### src/rtl/blit_pkg.sv
package blit_pkg;

  localparam int unsigned NUM_CH = 4;
  localparam int unsigned CH_A   = 0;
  localparam int unsigned CH_B   = 1;
  localparam int unsigned CH_C   = 2;
  localparam int unsigned CH_D   = 3;

  // register indices on the configuration port
  localparam logic [3:0] RG_BASE0   = 4'd0;
  localparam logic [3:0] RG_MOD0    = 4'd4;
  localparam logic [3:0] RG_WIDTH   = 4'd8;
  localparam logic [3:0] RG_HEIGHT  = 4'd9;
  localparam logic [3:0] RG_MINTERM = 4'd10;
  localparam logic [3:0] RG_ENABLE  = 4'd11;
  localparam logic [3:0] RG_START   = 4'd12;

  typedef enum logic [2:0] {
    ST_IDLE = 3'd0,
    ST_RDA  = 3'd1,
    ST_RDB  = 3'd2,
    ST_RDC  = 3'd3,
    ST_WRD  = 3'd4
  } blit_state_t;

  // phase following cur for the given source enables
  function automatic blit_state_t next_phase(blit_state_t cur, logic [2:0] en);
    blit_state_t nxt;
    case (cur)
      ST_RDA:  nxt = en[1] ? ST_RDB : (en[2] ? ST_RDC : ST_WRD);
      ST_RDB:  nxt = en[2] ? ST_RDC : ST_WRD;
      ST_RDC:  nxt = ST_WRD;
      default: nxt = en[0] ? ST_RDA : (en[1] ? ST_RDB : (en[2] ? ST_RDC : ST_WRD));
    endcase
    return nxt;
  endfunction

endpackage

### src/rtl/blit_regs.sv
module blit_regs
  import blit_pkg::*;
#(
  parameter int unsigned ADDR_W = 16,
  parameter int unsigned CNT_W  = 8
) (
  input  logic                            clk,
  input  logic                            rst_n,
  input  logic                            cfg_we,
  input  logic [3:0]                      cfg_idx,
  input  logic [ADDR_W-1:0]               cfg_wdata,
  input  logic                            lock,
  output logic [NUM_CH-1:0][ADDR_W-1:0]   base_o,
  output logic [NUM_CH-1:0][ADDR_W-1:0]   mod_o,
  output logic [CNT_W-1:0]                width_o,
  output logic [CNT_W-1:0]                height_o,
  output logic [7:0]                      minterm_o,
  output logic [2:0]                      en_o,
  output logic                            start_o
);

  logic                           wr_ok;
  logic [NUM_CH-1:0][ADDR_W-1:0]  base_q;
  logic [NUM_CH-1:0][ADDR_W-1:0]  mod_q;
  logic [CNT_W-1:0]               width_q;
  logic [CNT_W-1:0]               height_q;
  logic [7:0]                     minterm_q;
  logic [2:0]                     en_q;

  assign wr_ok = cfg_we && !lock;

  for (genvar g = 0; g < NUM_CH; g++) begin : g_chan
    logic base_en;
    logic mod_en;
    assign base_en = wr_ok && (cfg_idx == RG_BASE0 + 4'(g));
    assign mod_en  = wr_ok && (cfg_idx == RG_MOD0 + 4'(g));

    always_ff @(posedge clk or negedge rst_n) begin
      if (!rst_n) begin
        base_q[g] <= '0;
        mod_q[g]  <= '0;
      end else begin
        if (base_en) base_q[g] <= cfg_wdata;
        if (mod_en)  mod_q[g]  <= cfg_wdata;
      end
    end
  end

  logic width_en, height_en, minterm_en, en_en;
  assign width_en   = wr_ok && (cfg_idx == RG_WIDTH);
  assign height_en  = wr_ok && (cfg_idx == RG_HEIGHT);
  assign minterm_en = wr_ok && (cfg_idx == RG_MINTERM);
  assign en_en      = wr_ok && (cfg_idx == RG_ENABLE);

  always_ff @(posedge clk or negedge rst_n) begin
    if (!rst_n) begin
      width_q   <= '0;
      height_q  <= '0;
      minterm_q <= '0;
      en_q      <= '0;
    end else begin
      if (width_en)   width_q   <= cfg_wdata[CNT_W-1:0];
      if (height_en)  height_q  <= cfg_wdata[CNT_W-1:0];
      if (minterm_en) minterm_q <= cfg_wdata[7:0];
      if (en_en)      en_q      <= cfg_wdata[2:0];
    end
  end

  assign base_o    = base_q;
  assign mod_o     = mod_q;
  assign width_o   = width_q;
  assign height_o  = height_q;
  assign minterm_o = minterm_q;
  assign en_o      = en_q;
  assign start_o   = wr_ok && (cfg_idx == RG_START);

endmodule

### src/rtl/blit_addr_gen.sv
module blit_addr_gen #(
  parameter int unsigned ADDR_W = 16
) (
  input  logic              clk,
  input  logic              rst_n,
  input  logic              load,
  input  logic [ADDR_W-1:0] base,
  input  logic              step,
  input  logic              row_end,
  input  logic [ADDR_W-1:0] modulo,
  output logic [ADDR_W-1:0] ptr
);

  logic [ADDR_W-1:0] ptr_q;
  logic [ADDR_W-1:0] ptr_d;
  logic              ptr_en;

  always_comb begin
    ptr_en = load || step;
    if (load) begin
      ptr_d = base;
    end else if (row_end) begin
      ptr_d = ptr_q + ADDR_W'(1) + modulo;
    end else begin
      ptr_d = ptr_q + ADDR_W'(1);
    end
  end

  always_ff @(posedge clk or negedge rst_n) begin
    if (!rst_n) begin
      ptr_q <= '0;
    end else if (ptr_en) begin
      ptr_q <= ptr_d;
    end
  end

  assign ptr = ptr_q;

endmodule

### src/rtl/blit_minterm.sv
module blit_minterm #(
  parameter int unsigned DATA_W = 16
) (
  input  logic [DATA_W-1:0] src_a,
  input  logic [DATA_W-1:0] src_b,
  input  logic [DATA_W-1:0] src_c,
  input  logic [7:0]        code,
  output logic [DATA_W-1:0] result
);

  for (genvar i = 0; i < DATA_W; i++) begin : g_bit
    assign result[i] = code[{src_a[i], src_b[i], src_c[i]}];
  end

endmodule

### src/rtl/blit_ctrl.sv
module blit_ctrl
  import blit_pkg::*;
#(
  parameter int unsigned CNT_W = 8
) (
  input  logic             clk,
  input  logic             rst_n,
  input  logic             start,
  input  logic [2:0]       en,
  input  logic [CNT_W-1:0] width,
  input  logic [CNT_W-1:0] height,
  input  logic             gnt,
  output blit_state_t      state,
  output logic             row_end,
  output logic             load,
  output logic             done
);

  localparam int unsigned CW1 = CNT_W + 1;

  blit_state_t      state_q, state_d;
  logic [CNT_W-1:0] col_q, col_d;
  logic [CNT_W-1:0] row_q, row_d;
  logic             done_q, done_d;
  logic             cnt_en;
  logic             last_col, last_row;

  // a count of zero behaves as one
  assign last_col = (({1'b0, col_q} + CW1'(1)) >= {1'b0, width});
  assign last_row = (({1'b0, row_q} + CW1'(1)) >= {1'b0, height});

  always_comb begin
    state_d = state_q;
    col_d   = col_q;
    row_d   = row_q;
    done_d  = 1'b0;
    cnt_en  = 1'b0;
    case (state_q)
      ST_IDLE: begin
        if (start) begin
          state_d = next_phase(ST_IDLE, en);
          col_d   = '0;
          row_d   = '0;
          cnt_en  = 1'b1;
        end
      end
      ST_RDA, ST_RDB, ST_RDC: begin
        if (gnt) state_d = next_phase(state_q, en);
      end
      ST_WRD: begin
        if (gnt) begin
          cnt_en = 1'b1;
          if (last_col && last_row) begin
            state_d = ST_IDLE;
            done_d  = 1'b1;
          end else begin
            state_d = next_phase(ST_WRD, en);
            col_d   = last_col ? '0 : col_q + CNT_W'(1);
            row_d   = last_col ? row_q + CNT_W'(1) : row_q;
          end
        end
      end
      default: state_d = ST_IDLE;
    endcase
  end

  always_ff @(posedge clk or negedge rst_n) begin
    if (!rst_n) begin
      state_q <= ST_IDLE;
      done_q  <= 1'b0;
    end else begin
      state_q <= state_d;
      done_q  <= done_d;
    end
  end

  always_ff @(posedge clk or negedge rst_n) begin
    if (!rst_n) begin
      col_q <= '0;
      row_q <= '0;
    end else if (cnt_en) begin
      col_q <= col_d;
      row_q <= row_d;
    end
  end

  assign state   = state_q;
  assign row_end = last_col;
  assign load    = (state_q == ST_IDLE) && start;
  assign done    = done_q;

endmodule

### src/rtl/blit_engine.sv
module blit_engine
  import blit_pkg::*;
#(
  parameter int unsigned ADDR_W = 16,
  parameter int unsigned DATA_W = 16,
  parameter int unsigned CNT_W  = 8
) (
  input  logic              clk,
  input  logic              rst_n,
  input  logic              cfg_we,
  input  logic [3:0]        cfg_idx,
  input  logic [ADDR_W-1:0] cfg_wdata,
  output logic              busy,
  output logic              done,
  output logic              mem_req,
  output logic              mem_we,
  output logic [ADDR_W-1:0] mem_addr,
  output logic [DATA_W-1:0] mem_wdata,
  input  logic              mem_gnt,
  input  logic [DATA_W-1:0] mem_rdata
);

  // reset: asserted at once, released on the clock
  logic [1:0] rst_sync_q;
  logic       rst_n_s;

  always_ff @(posedge clk or negedge rst_n) begin
    if (!rst_n) rst_sync_q <= 2'b00;
    else        rst_sync_q <= {rst_sync_q[0], 1'b1};
  end
  assign rst_n_s = rst_sync_q[1];

  logic [NUM_CH-1:0][ADDR_W-1:0] base;
  logic [NUM_CH-1:0][ADDR_W-1:0] modulo;
  logic [CNT_W-1:0]              width;
  logic [CNT_W-1:0]              height;
  logic [7:0]                    minterm;
  logic [2:0]                    en;
  logic                          start;
  blit_state_t                   st;
  logic                          row_end;
  logic                          load;
  logic [NUM_CH-1:0]             step;
  logic [NUM_CH-1:0][ADDR_W-1:0] ptr;

  assign busy = (st != ST_IDLE);

  blit_regs #(.ADDR_W(ADDR_W), .CNT_W(CNT_W)) u_regs (
    .clk       (clk),
    .rst_n     (rst_n_s),
    .cfg_we    (cfg_we),
    .cfg_idx   (cfg_idx),
    .cfg_wdata (cfg_wdata),
    .lock      (busy),
    .base_o    (base),
    .mod_o     (modulo),
    .width_o   (width),
    .height_o  (height),
    .minterm_o (minterm),
    .en_o      (en),
    .start_o   (start)
  );

  blit_ctrl #(.CNT_W(CNT_W)) u_ctrl (
    .clk     (clk),
    .rst_n   (rst_n_s),
    .start   (start),
    .en      (en),
    .width   (width),
    .height  (height),
    .gnt     (mem_gnt),
    .state   (st),
    .row_end (row_end),
    .load    (load),
    .done    (done)
  );

  // one address walker per channel, each stepping on its own grant
  for (genvar g = 0; g < NUM_CH; g++) begin : g_walk
    assign step[g] = mem_gnt && (st == blit_state_t'(3'(g + 1)));

    blit_addr_gen #(.ADDR_W(ADDR_W)) u_walk (
      .clk     (clk),
      .rst_n   (rst_n_s),
      .load    (load),
      .base    (base[g]),
      .step    (step[g]),
      .row_end (row_end),
      .modulo  (modulo[g]),
      .ptr     (ptr[g])
    );
  end

  // source word holding registers
  logic [DATA_W-1:0] a_q, b_q, c_q;
  logic [DATA_W-1:0] a_src, b_src, c_src;

  always_ff @(posedge clk or negedge rst_n_s) begin
    if (!rst_n_s) begin
      a_q <= '0;
      b_q <= '0;
      c_q <= '0;
    end else begin
      if (step[CH_A]) a_q <= mem_rdata;
      if (step[CH_B]) b_q <= mem_rdata;
      if (step[CH_C]) c_q <= mem_rdata;
    end
  end

  assign a_src = en[0] ? a_q : '0;
  assign b_src = en[1] ? b_q : '0;
  assign c_src = en[2] ? c_q : '0;

  blit_minterm #(.DATA_W(DATA_W)) u_logic (
    .src_a  (a_src),
    .src_b  (b_src),
    .src_c  (c_src),
    .code   (minterm),
    .result (mem_wdata)
  );

  always_comb begin
    mem_req  = busy;
    mem_we   = (st == ST_WRD);
    case (st)
      ST_RDA:  mem_addr = ptr[CH_A];
      ST_RDB:  mem_addr = ptr[CH_B];
      ST_RDC:  mem_addr = ptr[CH_C];
      ST_WRD:  mem_addr = ptr[CH_D];
      default: mem_addr = '0;
    endcase
  end

endmodule

### config.mk
export PLATFORM = sky130hd
export DESIGN_NAME = blit_engine
export DESIGN_NICKNAME = d
export VERILOG_FILES = /design/src/rtl/blit_pkg.sv /design/src/rtl/blit_regs.sv /design/src/rtl/blit_addr_gen.sv /design/src/rtl/blit_minterm.sv /design/src/rtl/blit_ctrl.sv /design/src/rtl/blit_engine.sv
export SDC_FILE = /design/constraint.sdc
export NUM_CORES = 1
export LEC_CHECK = 0
export ABC_AREA = 1
export BUFFER_PORTS_ARGS = -buffer_cell sky130_fd_sc_hd__buf_2
export CELL_PAD_IN_SITES_DETAIL_PLACEMENT = 2
export CELL_PAD_IN_SITES_GLOBAL_PLACEMENT = 2
export CORE_MARGIN = 2
export CORE_UTILIZATION = 38
export CTS_BUF_LIST = sky130_fd_sc_hd__clkbuf_4
export DETAILED_ROUTE_END_ITERATION = 10
export PLACE_DENSITY_LB_ADDON = 0.08
export RECOVER_POWER = 50
export SYNTH_ARGS = -nofsm -noshare
export SYNTH_HDL_FRONTEND = slang
export SYNTH_SLANG_ARGS = --single-unit
### constraint.sdc
create_clock -name clk -period 12.55 [get_ports clk]
set_input_delay 0.6275 -clock clk [delete_from_list [all_inputs] [get_ports clk]]
set_output_delay 0.6275 -clock clk [all_outputs]
set_load 0.05 [all_outputs]
* Word level (Yosys, flattened, before mapping)
Cells that the tools add are included.
** Operators by class
- Add/subtract/negate cells :: 12
- Magnitude comparators :: 18
- Eq/ne operators :: 21
- Multiplexer cells :: 68
- Reductions and logical operators :: 33
** Operators by type and width (count)
- $mux W16 :: 11
- $add A16 B1 Y16 const B :: 4
- $add A16 B16 Y16 :: 4
- $lt A3 B4 Y1 const B :: 16
- $pmux W16 S4 :: 1
- $mux W8 :: 7
- $bmux W1 S3 :: 16
- $pmux W8 S2 :: 2
- $mux W1 :: 21
- $mux W3 :: 7
- $eq A4 B4 Y1 const B :: 5
- $logic_and A1 B1 Y1 :: 20
- $add A8 B1 Y9 const B :: 2
- $ge A9 B8 Y1 :: 2
- $pmux W3 S3 :: 2
- $add A8 B1 Y8 const B :: 2
- $eq A4 B3 Y1 const B :: 4
- $eq A4 B2 Y1 const B :: 2
- $eq A3 B2 Y1 const B :: 2
- $ne A2 B1 Y1 const B :: 3
- $reduce_and A6 Y1 :: 1
- $reduce_and A5 Y1 :: 1
- $eq A4 B1 Y1 const B :: 1
- $logic_not A4 Y1 :: 1
- other kinds (11) :: 15
** Word-level totals
- Bits in registers :: 289
- Bits of input ports :: 40
- Output and inout port bits :: 36
- Logic and storage cells :: 176

* Depth between registers and ports, before layout
Gate-level depths: netlist of the first run.
- Depth after elaboration :: 7
- Mapped depth :: 21

* By module
Synthesis of the first run repeated with hierarchy kept, for this count alone.
** Second synthesis, totals
- Cell total of the unflattened synthesis :: 3109
- Area, all modules :: 20955.1 um2
** Modules (own cells, without submodules)
- blit_regs :: times used 1, cells an instance 714, area an instance 6323.6 um2
- blit_addr_gen at g_walk[0].u_walk ... :: times used 2, cells an instance 326, area an instance 2057.0 um2
- blit_engine :: times used 1, cells an instance 482, area an instance 3116.7 um2
- blit_addr_gen at g_walk[1].u_walk :: times used 1, cells an instance 323, area an instance 2087.0 um2
- blit_addr_gen at g_walk[3].u_walk :: times used 1, cells an instance 330, area an instance 2050.7 um2
- blit_ctrl :: times used 1, cells an instance 272, area an instance 1859.3 um2
- blit_minterm :: times used 1, cells an instance 336, area an instance 1403.8 um2

* Worst setup path before layout of the first run
Ideal clock, no wire load.
- Path type :: register -> output
- Start point :: register u_regs.en_q[2] (netlist: u_regs.en_o[2])
- End point :: output port mem_wdata[6]
- Arrival time :: 2.292 ns
- Required time :: 11.922 ns
- Slack :: 9.631 ns
- Cell stages (with the launch flop) :: 6
- Buffers on the path :: 1
- Cell sequence :: dfrtp_1 -> buf_1 -> nand2_1 -> o21ai_0 -> a21oi_1 -> o32ai_1
** Between the ends
- Longest elaborated chain between the ends :: 3
** Ends and longest elaborated chain
- start: declaration :: line blit_regs.sv:28 : logic [2:0] en_q;
- start signal: assignment :: line blit_regs.sv:65 : if (en_en) en_q <= cfg_wdata[2:0];
- $mux W16 :: line blit_engine.sv:112 : assign c_src = en[2] ? c_q : '0;
- $bmux W1 S3 :: line blit_minterm.sv:12 : assign result[i] = code[{src_a[i], src_b[i], src_c[i]}];
- $mux W1 (implied by the code) :: line blit_minterm.sv:12
- end: declaration :: line blit_engine.sv:18 : output logic [DATA_W-1:0] mem_wdata,
Every way passes these cells. The select of a mux whose other input is x is not followed.

==> summary.md, run 1 <==
| Metric | Value |
|---|---|
| Synth area leaders | `dfrtp_1 (39%), nand2_1 (14%), o21ai_0 (7.5%)` |
| Remaining global-route overflow | `0` |
| Critical R2R Capture | `u_regs.width_o[0]` |
| Power per cell area | `312 mW/mm2` |
| Achievable Freq | `0.154 GHz` |
| Setup TNS | `0 ps` |
| Flops & latches, synth | `289` |
| Post-synth top area share | `0.390` |
| Die Y-Extent | `225 um` |
| Area leader, netlist | `dfrtp_1` |
| Top FF cell, synth | `dfrtp_1` |
| CTS tree | `built` |
| Die Span X | `225 um` |
| Port buffer count | `75` |
| Final nets | `2763` |
| Critical path class | `flop to asynchronous set/reset pin` |
| Longest Clk Path Bufs | `3` |
| Reg power frac | `0.280` |
| Initial core utilization | `0.386` |
| Worst R2R Setup Slack | `6060 ps` |
| Worst Path Required | `13370 ps` |
| Reg2Reg Depth | `3` |
| CP arrival | `7320 ps` |
| CTS clk-pin slew, worst paths | `60 ps` |
| Status | `finished with violations` |
| Final setup viols | `0` |
| Worst Setup SP | `rst_sync_q[1]` |
| Count of routing violations after the opening detailed-route iteration | `916` |
| Clock skew | `65.7 ps` |
| Root Driver | `clkbuf_4` |
| Max rail drop VDD | `248 uV` |
| Sw frac | `0.537` |
| HP Class | `input pin to flop` |
| Tmin final | `6490 ps` |
| Worst slew pin tran | `3890 ps` |
| Final Hold Vio Count | `0` |
| CTS Buf Count | `90` |
| Detailed Routing Iterations Pass 1 | `5` |
| Core Util, Final | `0.427` |
| Largest net degree at the start of global routing | `70` |
| Placer Congestion | `0.843` |
| Commonest cells after routing, fill and taps aside | `nand2_1 (695), dfrtp_1 (289), inv_1 (282)` |
| Final period utilization | `0.517` |
| DRC violations left | `0` |
| RR Startpoint | `rst_sync_q[1]` |
| Net Switching | `3.44 mW` |
| Ys Warns | `0` |
| Slew HR | `-1.59` |
| Global Route Usage Sum | `0.295` |
| Hold EP | `u_regs.base_o[4]` |
| Post-synth EDFFs | `0` |
| Clock sinks | `289` |
| P_int | `2.96 mW` |
| Wirelength per Cell | `22.1 um` |
| Final WL | `73300 um` |
| Commonest non-fill, non-tap cell in the layout | `nand2_1` |
| Post-cts sizing count | `0` |
| Die Area | `0.0505 mm2` |
| Cell area after synthesis | `0.0185 mm2` |
| Max Cap Violations | `8` |
| Unrepaired setup endpoints after global routing | `false` |
| Top Ports | `76` |
| Hold Path Stages | `3` |
| CP startpoint kind | `flop` |
| Layout cells sized above 1 | `0.0875` |
| Register area share after synthesis | `0.390` |
| Post-Syn Nets | `2666` |
| Vias in the first global route | `20500` |
| Area grow syn2layout | `10.4%` |
| Vias | `18400` |
| Postcts setup bufs | `0` |
| Drt via density | `5.56` |
| Setup crit end kind | `asynchronous set/reset pin` |
| Rows | `80` |
| Failing checks | `max-capacitance violations, max-slew violations` |
| Ys async rst share | `1.00` |
| Core Area | `0.0479 mm2` |
| Yosys cell types | `53` |
| Fin. max-slew vios | `305` |
| Hold slack | `71.3 ps` |
| Clock Latency Late Sink | `880 ps` |
| Power share of the clock group | `0.146` |
| Avg Cell Area, Syn | `7.30 um2` |
| Final ANT Viol Nets | `0` |
| Maximum level of the CTS H-tree | `3` |
| Cell count after synthesis | `2540` |
| Maximum fanout along the worst path | `69` |
| Initial antenna violation count | `7` |
| Filler Cell Count | `5720` |
| Post-DP HPWL | `52000 um` |
| Leak | `10.4 nW` |
| HP Start | `cfg_wdata[4]` |
| First-pass GRT wire length | `115000 um` |
| Combinational power share | `0.574` |
-- routing by layer --
layer | track usage | wire length (um) | part of all wire
met1 | 0.355 | 31200 | 0.43
met5 | 0 | 11 | 0.00015
met2 | 0.517 | 36000 | 0.49
met4 | 0.125 | 3020 | 0.041
met3 | 0.0524 | 3130 | 0.043
-- repair_timing --
item | CTS | global route
hold endpoints to repair | 7 | 0
hold buffers | 6 | 0
setup endpoints to repair | 0 | 0
-- final cells by class --
type	count	area, um2	share of cell area
clock buffers	122	916	0.0448
inverters	294	1110	0.0542
clock inverters	31	150	0.00734
well taps	615	769	0.0376
repair buffers	95	500	0.0245
diodes	5	12.5	0.000611
multi-input cells	1867	9770	0.478
flip-flops and latches	289	7230	0.353
-- cell usage after synthesis (23+ instances only) --
master	number
o21ai_0	278
nor2_1	169
clkbuf_1	63
xor2_1	59
xnor2_1	31
inv_1	282
o22ai_1	24
nand3_1	143
ha_1	82
nand2_1	693
nand4_1	23
nor3_1	33
a21oi_1	173
dfrtp_1	289
-- registers in the layout (all words and copies together) (netlist names) --
register / flops
g_walk.u_walk.ptr: 64
u_regs.base_o: 64
u_regs.mod_o: 64
a_q: 16
b_q: 16
c_q: 16
u_ctrl.col_q: 8
u_ctrl.row_q: 8
u_regs.height_o: 8
u_regs.minterm_o: 8
u_regs.width_o: 8
u_ctrl.state: 3
u_regs.en_o: 3
rst_sync_q: 2
u_ctrl.done: 1
-- critical path, cell delays in order (launching register included) --
cell and delay [ps]:
dfrtp_1 1610, clkbuf_1 2810, buf_4 1070, buf_4 830
-- power by group through the flow --
stage	Clock (mW)	Sequential, mW	Combinational, mW
after floorplan	0	1.60	2.72
after global placement	0	1.77	3.48
after detailed placement	0	1.79	3.67
after CTS	0.959	1.79	3.70
after global routing	1.01	1.84	4.09
final	0.935	1.79	3.67
-- metrics by stage --
stage                     total power, mW  instances  area [um2]  setup WS (ps)
final                                6.39       3318       20500           6060
after global routing                 6.94       3317       20500           4900
after CTS                            6.45       3313       20500           8260
after detailed placement             5.46       3154       19400           8270
after global placement               5.25       3154       19400           8620
after floorplan                      4.32       2540       18500           3900
-- worst max-delay path by stage --
stage,endpoint,cells after the start
floorplan,a_q[0],0
CTS,u_ctrl.col_q[3],16
global route,u_regs.width_o[0],3
global placement,u_ctrl.col_q[1],15
finish,u_regs.width_o[0],3
detailed placement,u_ctrl.col_q[3],16
-- logic make-up (layout without fill, tap and decap cells) --
group	Yosys count	in the layout	share of synthesized area
DFF	289	289	0.390
adders and majority gates	86	86	0.0597
other	1	6	0.000202
AOI/OAI and AO/OA	590	590	0.179
buffers and inverters	384	542	0.0814
and+or+nand+nor	1100	1100	0.247
xor gates and xnor gates	90	90	0.0425
Note: power is estimated with default switching activity, not from simulation.
==> inputs of run 2 (changes only) <==
ABC_AREA = 0   (was 1)
CORE_UTILIZATION = 42   (was 38)
clock period = 6.4 ns   (was 12.55 ns; I/O delays follow)
==> run 2 against run 1 <==
Register-to-register slack got worse by 4300 ps. Wire length fell by 16%. Sequential share of layout area rose by 1.4 points. Non-clock buffer count rose by 23. Total power rose by 50%. Final cell count fell by 26%. Global-route usage fell by 0.50 points. The flow still finishes with violations (max-capacitance violations, max-slew violations). Largest power group unchanged. Synthesized cell count fell by 32%. First-iteration DRC count fell by 14%. Clock-buffer cell count did not move.
==> summary.md, run 2 <==
| Metric | Value |
|---|---|
| Vias | `14700` |
| Clock sinks | `289` |
| Vias in the first global route | `16500` |
| Longest Clk Path Bufs | `3` |
| Commonest cells after routing, fill and taps aside | `dfrtp_1 (289), nand2_1 (248), mux2_2 (180)` |
| CP arrival | `5060 ps` |
| CP peak stage delay | `2390 ps` |
| Post-Syn Nets | `1860` |
| Die Span X | `208 um` |
| Unrepaired setup endpoints after global routing | `false` |
| Initial core utilization | `0.428` |
| Final WL | `61500 um` |
| Top Ports | `76` |
| Post-synthesis mux area share | `0.165` |
| Post-Synth XOR/XNOR Area | `0.0584` |
| CTS clk-pin slew, worst paths | `60 ps` |
| Post-synth EDFFs | `0` |
| Core Area | `0.0410 mm2` |
| Largest net degree at the start of global routing | `95` |
| Rows | `74` |
| Count of routing violations after the opening detailed-route iteration | `785` |
| HP Class | `input pin to flop` |
| CP bufs+invs | `1` |
| Achievable Freq | `0.218 GHz` |
| Worst Slack Setup Final | `1800 ps` |
| Failing checks | `max-capacitance violations, max-slew violations` |
| Worst Path Required | `6860 ps` |
| Detailed Routing Iterations Pass 1 | `4` |
| Critical path class | `flop to asynchronous set/reset pin` |
| Cell area after synthesis | `0.0176 mm2` |
| Pre-CTS setup slack | `2290 ps` |
| Placer Congestion | `0.855` |
| Area grow syn2layout | `12.0%` |
| Max Cap Violations | `3` |
| Maximum fanout along the worst path | `80` |
| First-pass GRT wire length | `96700 um` |
| Die Area | `0.0435 mm2` |
| Ys async rst share | `1.00` |
| Tmin final | `4600 ps` |
| Final nets | `1975` |
| Layout cells sized above 1 | `0.234` |
| Ys Warns | `0` |
| CTS tree | `built` |
| Port buffer count | `75` |
| Status | `finished with violations` |
| Clock skew | `50.6 ps` |
| Crit-path leading delay family | `flip-flops` |
| Synth Area in Compound Gates | `0.141` |
| Avg Cell Area, Syn | `10.1 um2` |
| Simple-Gate Fraction of Synth Area | `0.132` |
| Post-synth top area share | `0.412` |
| Register area share after synthesis | `0.412` |
| Post-synth top cells | `dfrtp_1 (289), nand2_1 (248), mux2_2 (180), o21ai_0 (95), nor2_1 (89)` |
| Hold slack | `60.8 ps` |
| Final setup viols | `0` |
| Remaining global-route overflow | `0` |
| Leak | `9.17 nW` |
| Final ANT Viol Nets | `0` |
| Worst-path cell chain | `clkbuf_2` |
| Post-cts sizing count | `0` |
| Power consumption | `9.61 mW` |
| Setup crit end kind | `asynchronous set/reset pin` |
| Power per cell area | `489 mW/mm2` |
| Wirelength per Cell | `25.2 um` |
| Top FF cell, synth | `dfrtp_1` |
| Worst slew pin tran | `3030 ps` |
| Commonest non-fill, non-tap cell in the layout | `dfrtp_1` |
| CTS Buf Count | `86` |
| Flops & latches, synth | `289` |
| Slew HR | `-1.02` |
| Final Hold Vio Count | `0` |
| Initial antenna violation count | `5` |
| Synth area leaders | `dfrtp_1 (41%), mux2_2 (12%), ha_1 (5.8%)` |
| Fin. max-slew vios | `186` |
| Postcts setup bufs | `0` |
| Area leader, netlist | `dfrtp_1` |
| Yosys cell types | `72` |
| Drt via density | `6.03` |
| Max rail drop VDD | `224 uV` |
| Cell count after synthesis | `1734` |
| CP max stage cell | `dfrtp_1` |
| Global Route Usage Sum | `0.290` |
| DRC violations left | `0` |
| Adder-cell area share of the yosys netlist | `0.0630` |
| Root Driver | `clkbuf_4` |
| Top-count cell post-synth | `dfrtp_1` |
| Post-DP HPWL | `41500 um` |
| Final period utilization | `0.718` |
| Setup TNS | `0 ps` |
| Largest family of logic cells by synthesized area | `multiplexers` |
| Maximum level of the CTS H-tree | `3` |
| Clock Latency Late Sink | `820 ps` |
| Die Y-Extent | `208 um` |
| CP startpoint kind | `flop` |
[run 2: report_power, final]
part	leakage, nW	internal, mW	total [mW]	switching (mW)
Clock	0.612	0.905	1.76	0.855
Sequential	3.75	2.57	3.42	0.850
Combinational	4.81	1.89	4.43	2.54
Total	9.17	5.36	9.61	4.25
[run 2: metal layers]
| metal | global-route usage | routed length, um | share of wire | vias to the layer above |
|---|---|---|---|---|
| met4 | 0.121 | 2090 | 0.034 | 0 |
| met1 | 0.374 | 26800 | 0.44 | 7650 |
| met5 | 0 | 0 | 0 | - |
| met3 | 0.0457 | 3000 | 0.049 | 114 |
| li1 | - | - | - | 6572 |
| met2 | 0.485 | 29600 | 0.48 | 370 |
[run 2: path summary, 6_finish.rpt]
kind	slack (ps)	startpoint	cells after the start	to
worst max-delay path	1800	rst_sync_q[1]	1	a_q[5]
worst min-delay path	60	cfg_wdata[9]	2	u_regs.mod_o[25]
worst max register to register	1800	rst_sync_q[1]	1	a_q[5]
worst min register to register	360	rst_sync_q[0]	0	rst_sync_q[1]
max in group clk	2250	u_ctrl.col_q[0]	14	g_walk[3].u_walk.ptr[15]
min in group asynchronous	380	rst_n	3	rst_sync_q[1]
[run 2: layout make-up]
| class | instances | area [um2] |
|---|---|---|
| timing repair buffer | 118 | 759 |
| fill | 4376 | 21400 |
| sequential | 289 | 7230 |
| multi-input combinational | 1320 | 9850 |
| inverter | 34 | 128 |
| clock inverter | 21 | 105 |
| tap | 532 | 666 |
| clock buffer | 122 | 916 |
| antenna | 3 | 7.51 |
[run 2: kinds of logic (layout without fill, tap and decap cells)]
group	count (synthesis)	in the layout
AOI/OAI and AO/OA	376	376
muxes	227	227
other	1	4
xor gates and xnor gates	117	117
adders and majority gates	86	86
and+or+nand+nor	513	513
DFF	289	289
buffers and inverters	125	295
[run 2: repair_timing]
item,in CTS,in global routing
endpoints found under the setup margin,0,0
hold buffers,24,0
endpoints found under the hold margin,79,0
[run 2: per-stage QoR]
| stage | std cells | instance area [um2] | utilization |
|---|---|---|---|
| floorplan | 1734 | 17600 | - |
| global placement | 2269 | 18400 | 0.449 |
| detailed placement | 2269 | 18400 | 0.449 |
| CTS | 2436 | 19700 | 0.480 |
| global route | 2437 | 19700 | 0.479 |
| finish | 2439 | 19700 | 0.479 |
